**src/rtl/extseq_pkg.sv**
```systemverilog
package extseq_pkg;
   localparam logic [7:0] OPC_REG  = 8'hDC;
   localparam logic [7:0] OPC_IMM  = 8'hD7;
   localparam logic [1:0] SUB_TAG  = 2'b10;
   localparam int         NUM_SRC  = 3;

   typedef enum logic [1:0] {
      FORM_NONE = 2'd0,
      FORM_REG  = 2'd1,
      FORM_IMM  = 2'd2
   } form_e;
endpackage

```
**src/rtl/extseq_decode.sv**
```systemverilog
module extseq_decode
   import extseq_pkg::*;
#(
   parameter int SEG_W = 8,
   parameter int CNT_W = 3
) (
   input  logic             valid,
   input  logic [31:0]      bytes,
   input  logic [15:0]      rdata,
   output logic             hit,
   output logic [CNT_W-1:0] len,
   output logic [SEG_W-1:0] seg,
   output logic [3:0]       rnum
);
   logic [7:0] b0, b1, b2, b3;
   form_e      form;

   assign b0   = bytes[7:0];
   assign b1   = bytes[15:8];
   assign b2   = bytes[23:16];
   assign b3   = bytes[31:24];
   assign rnum = b1[3:0];

   always_comb begin
      form = FORM_NONE;
      if (valid && b1[7:6] == SUB_TAG) begin
         if (b0 == OPC_REG)
            form = FORM_REG;
         else if (b0 == OPC_IMM && b1[3:0] == 4'h0 && b3 == 8'h00)
            form = FORM_IMM;
      end
   end

   assign hit = (form != FORM_NONE);
   assign len = CNT_W'(b1[5:4]) + CNT_W'(1);
   assign seg = (form == FORM_IMM) ? b2[SEG_W-1:0] : rdata[SEG_W-1:0];
endmodule

```
**src/rtl/extseq_count.sv**
```systemverilog
module extseq_count #(
   parameter int SEG_W = 8,
   parameter int CNT_W = 3
) (
   input  logic             clk,
   input  logic             rst,
   input  logic             load,
   input  logic [CNT_W-1:0] load_len,
   input  logic [SEG_W-1:0] load_seg,
   input  logic             retire,
   input  logic             abort,
   output logic [CNT_W-1:0] cnt,
   output logic [SEG_W-1:0] seg,
   output logic             active
);
   always_ff @(posedge clk) begin
      if (rst || abort) begin
         cnt <= '0;
      end else if (load) begin
         cnt <= load_len;
      end else if (retire && cnt != '0) begin
         cnt <= cnt - CNT_W'(1);
      end
   end

   always_ff @(posedge clk) begin
      if (rst)
         seg <= '0;
      else if (load && !abort)
         seg <= load_seg;
   end

   assign active = (cnt != '0);
endmodule

```
**src/rtl/extseq_addr.sv**
```systemverilog
module extseq_addr #(
   parameter int SEG_W = 8,
   parameter int OFS_W = 16,
   parameter int N_SRC = 3,
   parameter logic [N_SRC-1:0] MASKABLE = '1
) (
   input  logic                   active,
   input  logic                   acc_long,
   input  logic [SEG_W-1:0]       seg,
   input  logic [OFS_W-1:0]       ofs,
   input  logic [SEG_W+OFS_W-1:0] page_addr,
   input  logic [N_SRC-1:0]       req,
   output logic [SEG_W+OFS_W-1:0] addr,
   output logic [N_SRC-1:0]       pass
);
   assign addr = (active && acc_long) ? {seg, ofs} : page_addr;

   for (genvar i = 0; i < N_SRC; i++) begin : g_gate
      if (MASKABLE[i]) begin : g_mask
         assign pass[i] = req[i] & ~active;
      end else begin : g_thru
         assign pass[i] = req[i];
      end
   end
endmodule

```
**src/rtl/extseq_ctrl.sv**
```systemverilog
module extseq_ctrl
   import extseq_pkg::*;
#(
   parameter int SEG_W   = 8,
   parameter int OFS_W   = 16,
   parameter int MAX_LEN = 4,
   localparam int CNT_W  = $clog2(MAX_LEN + 1),
   localparam int ADDR_W = SEG_W + OFS_W
) (
   input  logic                 clk,
   input  logic                 rst,
   input  logic                 instr_valid,
   input  logic [31:0]          instr_bytes,
   input  logic [15:0]          reg_rdata,
   output logic [3:0]           src_reg,
   input  logic                 retire,
   input  logic                 trap_b,
   input  logic [NUM_SRC-1:0]   int_req,
   output logic [NUM_SRC-1:0]   int_pass,
   input  logic                 acc_long,
   input  logic [OFS_W-1:0]     acc_ofs,
   input  logic [ADDR_W-1:0]    page_addr,
   output logic [ADDR_W-1:0]    data_addr,
   output logic                 ext_sfr,
   output logic                 seq_active
);
   initial begin
      assert (SEG_W == 8) else $error("segment must be one immediate byte");
      assert (MAX_LEN == 4) else $error("length field encodes 1..4");
   end

   logic             dec_hit;
   logic [CNT_W-1:0] dec_len;
   logic [SEG_W-1:0] dec_seg;
   logic [CNT_W-1:0] cnt;
   logic [SEG_W-1:0] cur_seg;
   logic             active;

   extseq_decode #(.SEG_W(SEG_W), .CNT_W(CNT_W)) u_dec (
      .valid(instr_valid), .bytes(instr_bytes), .rdata(reg_rdata),
      .hit(dec_hit), .len(dec_len), .seg(dec_seg), .rnum(src_reg)
   );

   extseq_count #(.SEG_W(SEG_W), .CNT_W(CNT_W)) u_cnt (
      .clk(clk), .rst(rst), .load(dec_hit), .load_len(dec_len),
      .load_seg(dec_seg), .retire(retire), .abort(trap_b),
      .cnt(cnt), .seg(cur_seg), .active(active)
   );

   extseq_addr #(.SEG_W(SEG_W), .OFS_W(OFS_W), .N_SRC(NUM_SRC)) u_addr (
      .active(active), .acc_long(acc_long), .seg(cur_seg), .ofs(acc_ofs),
      .page_addr(page_addr), .req(int_req), .addr(data_addr), .pass(int_pass)
   );

   assign ext_sfr    = active;
   assign seq_active = active;
endmodule

```
**config.mk**
```make
export PLATFORM = sky130hd
export DESIGN_NAME = extseq_ctrl
export DESIGN_NICKNAME = d
export VERILOG_FILES = /design/src/rtl/extseq_pkg.sv /design/src/rtl/extseq_decode.sv /design/src/rtl/extseq_count.sv /design/src/rtl/extseq_addr.sv /design/src/rtl/extseq_ctrl.sv
export SDC_FILE = /design/constraint.sdc
export NUM_CORES = 1
export LEC_CHECK = 0
export ABC_AREA = 1
export BUFFER_PORTS_ARGS = -buffer_cell sky130_fd_sc_hd__buf_4
export CAP_MARGIN = 20
export CORE_MARGIN = 3
export CORE_UTILIZATION = 39
export DETAILED_ROUTE_END_ITERATION = 10
export PLACE_DENSITY_LB_ADDON = 0.2
export SLEW_MARGIN = 20
export SYNTH_ARGS = -nofsm -noshare
export SYNTH_HDL_FRONTEND = slang
export SYNTH_SLANG_ARGS = --single-unit
```
**constraint.sdc**
```tcl
create_clock -name clk -period 3.2 [get_ports clk]
set_input_delay 0.8 -clock clk [delete_from_list [all_inputs] [get_ports clk]]
set_output_delay 0.8 -clock clk [all_outputs]
set_load 0.1 [all_outputs]
```
Yosys cells after proc, flatten, opt, wreduce, memory -nomap -nowiden:

Cells that the tools add are included.

* word-level logic and storage cells: 32
* input port bits: 97
* flip-flop bits (word level): 11

* bitwise logic cells: 4
* multiplexer cells: 7
* reduce and logical (&&, ||, !) cells: 13
* add/sub/neg operators: 2
* equal/unequal tests: 4

Operators with widths (number)
* 2-to-1 mux 24 bit: 1
* equality test 8 bit (second input constant): 2
* logical NOT 8 bit: 1
* 2-to-1 mux 8 bit: 1
* logical AND 1 bit: 6
* 2-to-1 mux 2 bit: 3
* 2-to-1 mux 3 bit: 2
* equality test 2 bit (second input constant): 2
* logical NOT 4 bit: 1
* nonzero test 2 bit: 2
* adder 2 x 1 -> 3 bit (second input constant): 1
* AND 1 bit: 3
* nonzero test 3 bit: 1
* subtractor 3 x 1 -> 3 bit (second input constant): 1
* logical NOT 1 bit: 1
* logical OR 1 bit: 1
* NOT 1 bit: 1

Longest topological paths before layout:

Gate-level depths: netlist (run 1).

* depth after elaboration: 8
* depth in mapped cells: 10

Modules after synthesis:

A second synthesis (run 1) with hierarchy kept.

* cell total of the unflattened synthesis: 214
* area total of the unflattened synthesis: 1234.9 um^2

By module, submodules not included
* extseq_count: area each 483.0 um^2, instances 1, cells each 69
* extseq_addr: area each 440.4 um^2, instances 1, cells each 87
* extseq_decode: area each 304.0 um^2, instances 1, cells each 57
* extseq_ctrl: area each 7.5 um^2, instances 1, cells each 1

Least setup slack after synthesis (run 1):

OpenSTA, ideal clock, no wires.

* path type: flip-flop to output port
* start: register u_cnt.cnt[0]
* end: output data_addr[16]
* arrival: 3.552 ns
* cell stages (with the launch flop): 7
* setup slack: -1.152 ns
* path buffers: 1
* cells stage by stage: dfxtp_1 -> inv_1 -> ha_1 -> nand2_2 -> nand2_1 -> clkbuf_1 -> o21ai_0

* word-level cells in the longest chain between the ends: 3

RTL lines
* start, declared: RTL line extseq_count.sv:12 `output logic [CNT_W-1:0] cnt,`
* start signal, assigned: RTL line extseq_count.sv:20 `cnt <= load_len;`
* start signal, assigned: RTL line extseq_count.sv:22 `cnt <= cnt - CNT_W'(1);`
* nonzero test 3 bit: RTL line extseq_count.sv:33 `assign active = (cnt != '0);`
* net ext_sfr: RTL line extseq_ctrl.sv:24 `output logic ext_sfr,`
* logical AND 1 bit: RTL line extseq_addr.sv:16 `assign addr = (active && acc_long) ? {seg, ofs} : page_addr;`
* 2-to-1 mux 24 bit: RTL line extseq_addr.sv:16
* end, declared: RTL line extseq_ctrl.sv:23 `output logic [ADDR_W-1:0] data_addr,`

The timed path passes the listed nets, and every way through them passes these cells.

Final worst setup path (run 1):

* start: register u_cnt.cnt[0]
* end: output data_addr[21]

* word-level cells in the longest chain between the ends: 3

RTL lines (RTL line)
* nonzero test 3 bit: extseq_count.sv:33
* logical AND 1 bit: extseq_addr.sv:16
* 2-to-1 mux 24 bit: extseq_addr.sv:16

Every way passes these cells.

==> results of run 1 <==
==> registers in the layout (all words and copies together) (netlist names) <==
register and cells:
u_cnt.seg 8, u_cnt.cnt 3
==> stage by stage <==
stage	setup WS [ns]	total power, mW	cells	hold WS (ns)	setup TNS [ns]
6_report	0.444	0.551	373	0.528	0
4_1_cts	0.434	0.557	373	0.530	0
3_5_place_dp	0.514	0.461	369	0.516	0
5_1_grt	0.275	0.582	373	0.573	0
3_3_place_gp	0.536	0.457	369	0.513	0
2_1_floorplan	-0.426	0.338	210	0.495	-3.41
==> final cells by class <==
type | count | area [µm²]
sequential | 11 | 220
clock buffer | 3 | 22.5
fill | 302 | 866
tap | 44 | 55.1
multi-input combinational | 160 | 895
timing repair buffer | 123 | 923
clock inverter | 1 | 5.00
inverter | 31 | 116
==> final timing paths <==
check,start,end,slack [ns],cells after the start
setup / recovery,u_cnt.cnt[0],data_addr[21],0.44,9
hold reg to reg,u_cnt.seg[5],u_cnt.seg[5],0.53,4
hold / removal,u_cnt.seg[5],u_cnt.seg[5],0.53,4
setup reg to reg,u_cnt.cnt[0],u_cnt.cnt[0],1.88,7
==> worst max-delay path, delay by kind of cell, from the launching register on <==
family,cells,cell delay [ns]
adders and majority gates,1,0.17
DFF,1,0.31
AOI/OAI and AO/OA,1,0.07
and+or+nand+nor,3,0.26
buffers and inverters,4,0.87
==> placed cells by master (no fill, tap or decap), drive strengths merged <==
| cell type | instances |
|---|---|
| buf | 123 |
| nand2 | 67 |
| nor2 | 47 |
| inv | 31 |
| mux2 | 16 |
| o21ai | 12 |
| dfxtp | 11 |
| nand3 | 11 |
| ha | 3 |
| clkbuf | 3 |
| xor2 | 2 |
| nand4 | 1 |
| nand3b | 1 |
| clkinv | 1 |
==> cell families after synthesis <==
| logic type | share of synthesized area [%] |
|---|---|
| buf+inv | 13.1 |
| simple gates | 46.7 |
| compound gates | 4.68 |
| flops | 17.2 |
| xor+xnor | 1.37 |
| fa+ha+maj | 2.93 |
| mux | 14.0 |
==> power groups by stage <==
stage                     clock network (mW)  registers (mW)  logic [mW]
after floorplan                            0           0.140       0.198
after global placement                     0           0.140       0.317
after detailed placement                   0           0.140       0.321
after CTS                             0.0984           0.137       0.322
after global routing                   0.109           0.137       0.336
final                                 0.0943           0.137       0.320
==> routing by layer <==
metal  track usage (%)  vias up  wire length (µm)
li1                  -      875                 -
met1              24.5      709              1670
met2              36.8       76              2060
met3              4.46        3               365
met4              4.04        0                13
met5                 0        -                 0
==> results.toml, run 1 <==
[power_and_ir_drop]
leakage_nw = 1.26
peakVddDrop_mv = 0.146
p_seq_share_pct = 24.8
clock_power_share_pct = 17.1
power.density_nw_per_um2 = 246
swShare_pct = 46.3
p_int_uw = 296
power_switching_uw = 255
comb_power_share_pct = 58.1

[place]
io_buffers = 121
gp_congestion = 0.774
place_area_um2 = 2210
dp_hpwl_um = 3600

[synthesis]
synth_most_common_cell = "nand2_1"
avgSynthCellArea_um2 = 6.11
synthFlopType = "dfxtp_1"
synth_largest_area_cell = "nand2_1"
synth_area_leaders = "nand2_1 (17%), dfxtp_1 (17%), nor2_1 (11%), inv_1 (8.2%), mux2_1 (7.9%)"
synth.distinct_cells = 23
synth_top_area_share_pct = 17.3
synth-edff-count = 0
synth_nets = 310
yosysWarnings = 0
seq_area_frac_synth_pct = 17.2
netlist_top_cells_count = "nand2_1 (59), nor2_1 (39), inv_1 (28)"
ys_async_sr_fraction_pct = 0
netlist_area_um2 = 1280
synth_seq_cells = 11
syn_inst = 210

[critical_path]
crit_path_start_kind = "flip-flop"
cpPeakStageDelay_ns = 0.31
critPathCaptureType = "output pin"
crit_type = "reg2out"
cp_max_fo = 17
cp_slowest_cell = "dfxtp_1"
cpMostUsedCell = "buf_4"
path_cells = "inv_1, ha_1, nand2_2, nand2_1, buf_4, buf_4, nand2_1, o21ai_1, buf_4"
required_ns = 2.40
cp_data_arrival_time_ns = 1.96

[cells_and_area]
utilization_pct = 72.1
nets = 430
drive_gt1_share_pct = 47.1
syn_to_final_growth_pct = 74.4
n_antenna_cell = 0
final_area_um2 = 2240

[global_route]
antenna_found_initial = 0
grt_pass1_wl_um = 6780
grt_usage_pct = 20.3
grt_pass1_vias = 1548
overflow = 0
grt_max_degree = 18

[routing]
first_pass_iters = 4
finalWirelength_um = 4110
drc = 0
routedWlPerCell_um = 11.0
ant_nets = 0
drtIter0Drc = 31
via_count = 1663
via_per_inst = 4.46

[clock_network]
htree_levels = 1
cts_resized = 0
cts_buffers = 3
cts_tree = "yes"
ctsHoldBuffers = 0
clk-insertion-delay-late_ns = 0.26
postCtsSetupBuffers = 0
root_buffer = "clkbuf_4"
clk_pin_slew_ns = 0.08
cts_num_sinks = 11
cts.path.max_buffers = 2

[sta]
finalMaxSlewViolations = 0
max_freq_mhz = 363
fin_crit_ns = 2.76
fin_skew_ns = 0.000110
slew_headroom_pct = 81.0
setup_viol = 0
fin_crit_sh_pct = 86.1
final_hold_viol_count = 0
worst_pin_slew_ns = 0.287
grt_setup_unrepaired = "no"

[floorplanning]
core_um2 = 3100
dieWidth_um = 63.3
die_h_um = 63.3
num_io_pins = 130
dieArea_um2 = 4010
rows = 20
start_util_pct = 41.3

[worst_hold_path]
hold_path.class = "reg2reg"

[run_status]
status = "finished clean"

[job]
drv_cap = 0
Note: power is estimated with default switching activity, not from simulation.
==> run 2: changes to the inputs <==
ABC_AREA = 0   (was 1)
CORE_UTILIZATION = 36   (was 39)
==> results.toml, run 2 <==
[synthesis]
synthMuxAreaShare_pct = 20.5
synth_xor_area_share_pct = 0
netlist_area_um2 = 1080
synth_most_common_cell = "mux2_1"
synth_seq_cells = 11
ys_async_sr_fraction_pct = 0
seq_area_frac_synth_pct = 20.4
synthAdderAreaFrac_pct = 3.47
synth_nets = 227
synth.distinct_cells = 30
synthFlopType = "dfxtp_1"
synth_area_leaders = "dfxtp_1 (20%), mux2_1 (17%), a2111oi_2 (11%), nand2_1 (5.2%), nor3_1 (4.2%)"
avgSynthCellArea_um2 = 8.51
syn_inst = 127
synth_compound_area_share_pct = 18.3
synth_top_area_share_pct = 20.4
synth_largest_area_cell = "dfxtp_1"
yosysWarnings = 0
netlist_top_cells_count = "mux2_1 (16), nand2_1 (15), dfxtp_1 (11), nor2_1 (11), inv_1 (10)"
synth_top_family_by_area = "simple AND/OR/NAND/NOR gates"
synth-edff-count = 0
synthSimpleGateAreaFrac_pct = 28.5

[floorplanning]
start_util_pct = 38.5
core_um2 = 2810
die_h_um = 60.8
num_io_pins = 130
rows = 19
dieArea_um2 = 3700
dieWidth_um = 60.8

[routing]
finalWirelength_um = 3730
routedWlPerCell_um = 13.6
ant_nets = 0
via_per_inst = 5.05
first_pass_iters = 4
drtIter0Drc = 33
drc = 0
via_count = 1390

[cells_and_area]
drive_gt1_share_pct = 57.0
final_common_cell = "buf_4"
n_antenna_cell = 0
nets = 345
syn_to_final_growth_pct = 86.0
top_register = "u_cnt.seg"
largest_reg_flops = 8
layout_common_cells = "buf_4 (121), mux2_1 (16), nand2_1 (15)"
reg_top3 = "u_cnt.seg: 8 flops, u_cnt.cnt: 3 flops"

[place]
dp_hpwl_um = 3170
io_buffers = 121
gp_congestion = 0.692
dp_slack_ns = 0.439

[power_and_ir_drop]
power.density_nw_per_um2 = 267
finalPower_uw = 536
leakage_nw = 0.965
peakVddDrop_mv = 0.189

[global_route]
overflow = 0
grt_pass1_vias = 1290
grt_usage_pct = 19.1
grt_pass1_wl_um = 5400
grt_max_degree = 33
antenna_found_initial = 0

[clock_network]
cts_num_sinks = 11
cts_tree = "yes"
clk-insertion-delay-late_ns = 0.26
cts_buffers = 3
htree_levels = 1
cts.path.max_buffers = 2
clk_pin_slew_ns = 0.08
root_buffer = "clkbuf_4"

[sta]
slew_headroom_pct = 70.4
fin_crit_sh_pct = 93.0
final_hold_viol_count = 0
fin_skew_ns = 0.000303
finalMaxSlewViolations = 0
fin_crit_ns = 2.98
setup_ws_ns = 0.223
grt_setup_unrepaired = "no"
worst_pin_slew_ns = 0.443
hold_slack_ns = 0.482
max_freq_mhz = 336
setup_viol = 0

[job]
drv_cap = 0

[critical_path]
crit_type = "reg2out"
critPathCaptureType = "output pin"
crit_path_start_kind = "flip-flop"
cp_max_fo = 32
r2r_cells = 7
required_ns = 2.40
cp_data_arrival_time_ns = 2.18
reg2reg_slack_ns = 1.72

[run_status]
status = "finished clean"

[worst_hold_path]
min_delay_path_depth = 2
hold_path.class = "reg2reg"
run 2: path summary, 6_finish.rpt:
check | to | startpoint
min reg2reg | u_cnt.seg[7] | u_cnt.seg[7]
min | u_cnt.seg[7] | u_cnt.seg[7]
max | data_addr[3] | u_cnt.cnt[0]
max reg2reg | u_cnt.cnt[0] | u_cnt.cnt[0]
run 2: metal layers:
metal	track usage, %	vias to the layer above	share of wire [%]
met1	19.7	625	35
met2	39.1	75	53
met4	5.57	0	0.67
li1	-	688	-
met5	0	-	0
met3	2.55	2	12
run 2: what timing repair did:
action                                  CTS  global route
setup buffers                             0             0
resized for setup                         0             1
hold buffers                              0             0
endpoints found under the setup margin    0             1
run 2: power by group:
part | total, mW | internal (mW) | switching [mW]
registers | 0.137 | 0.137 | 0.0000124
logic | 0.302 | 0.107 | 0.195
clock network | 0.0975 | 0.0482 | 0.0493
total | 0.536 | 0.291 | 0.245
run 2: final cells by class:
cell class | instances | area (µm²)
inverter | 11 | 41.3
clock buffer | 4 | 26.3
multi-input combinational | 96 | 764
fill | 254 | 795
timing repair buffer | 122 | 920
tap | 31 | 38.8
sequential | 11 | 220
run 2: kinds of logic (layout without fill, tap and decap cells):
family | after synthesis | count (layout)
and+or+nand+nor | 52 | 52
DFF | 11 | 11
adders and majority gates | 3 | 3
buffers and inverters | 20 | 137
AOI/OAI and AO/OA | 21 | 21
muxes | 20 | 20
run 2: worst max-delay path: stages (launching register included):
cell     delay (ns)
dfxtp_1        0.31
inv_1          0.10
ha_1           0.18
nor2b_1        0.24
inv_2          0.12
nand2_1        0.10
buf_6          0.25
mux2_1         0.36
buf_4          0.24
run 2: metrics by stage:
step / std cells / area, µm² / util [%] / setup TNS, ns
after floorplan: 127 / 1080 / - / -3.91
after global placement: 271 / 1980 / 70.6 / 0
after detailed placement: 271 / 1980 / 70.6 / 0
after CTS: 275 / 2010 / 71.5 / 0
after global routing: 275 / 2010 / 71.7 / 0
final: 275 / 2010 / 71.7 / 0
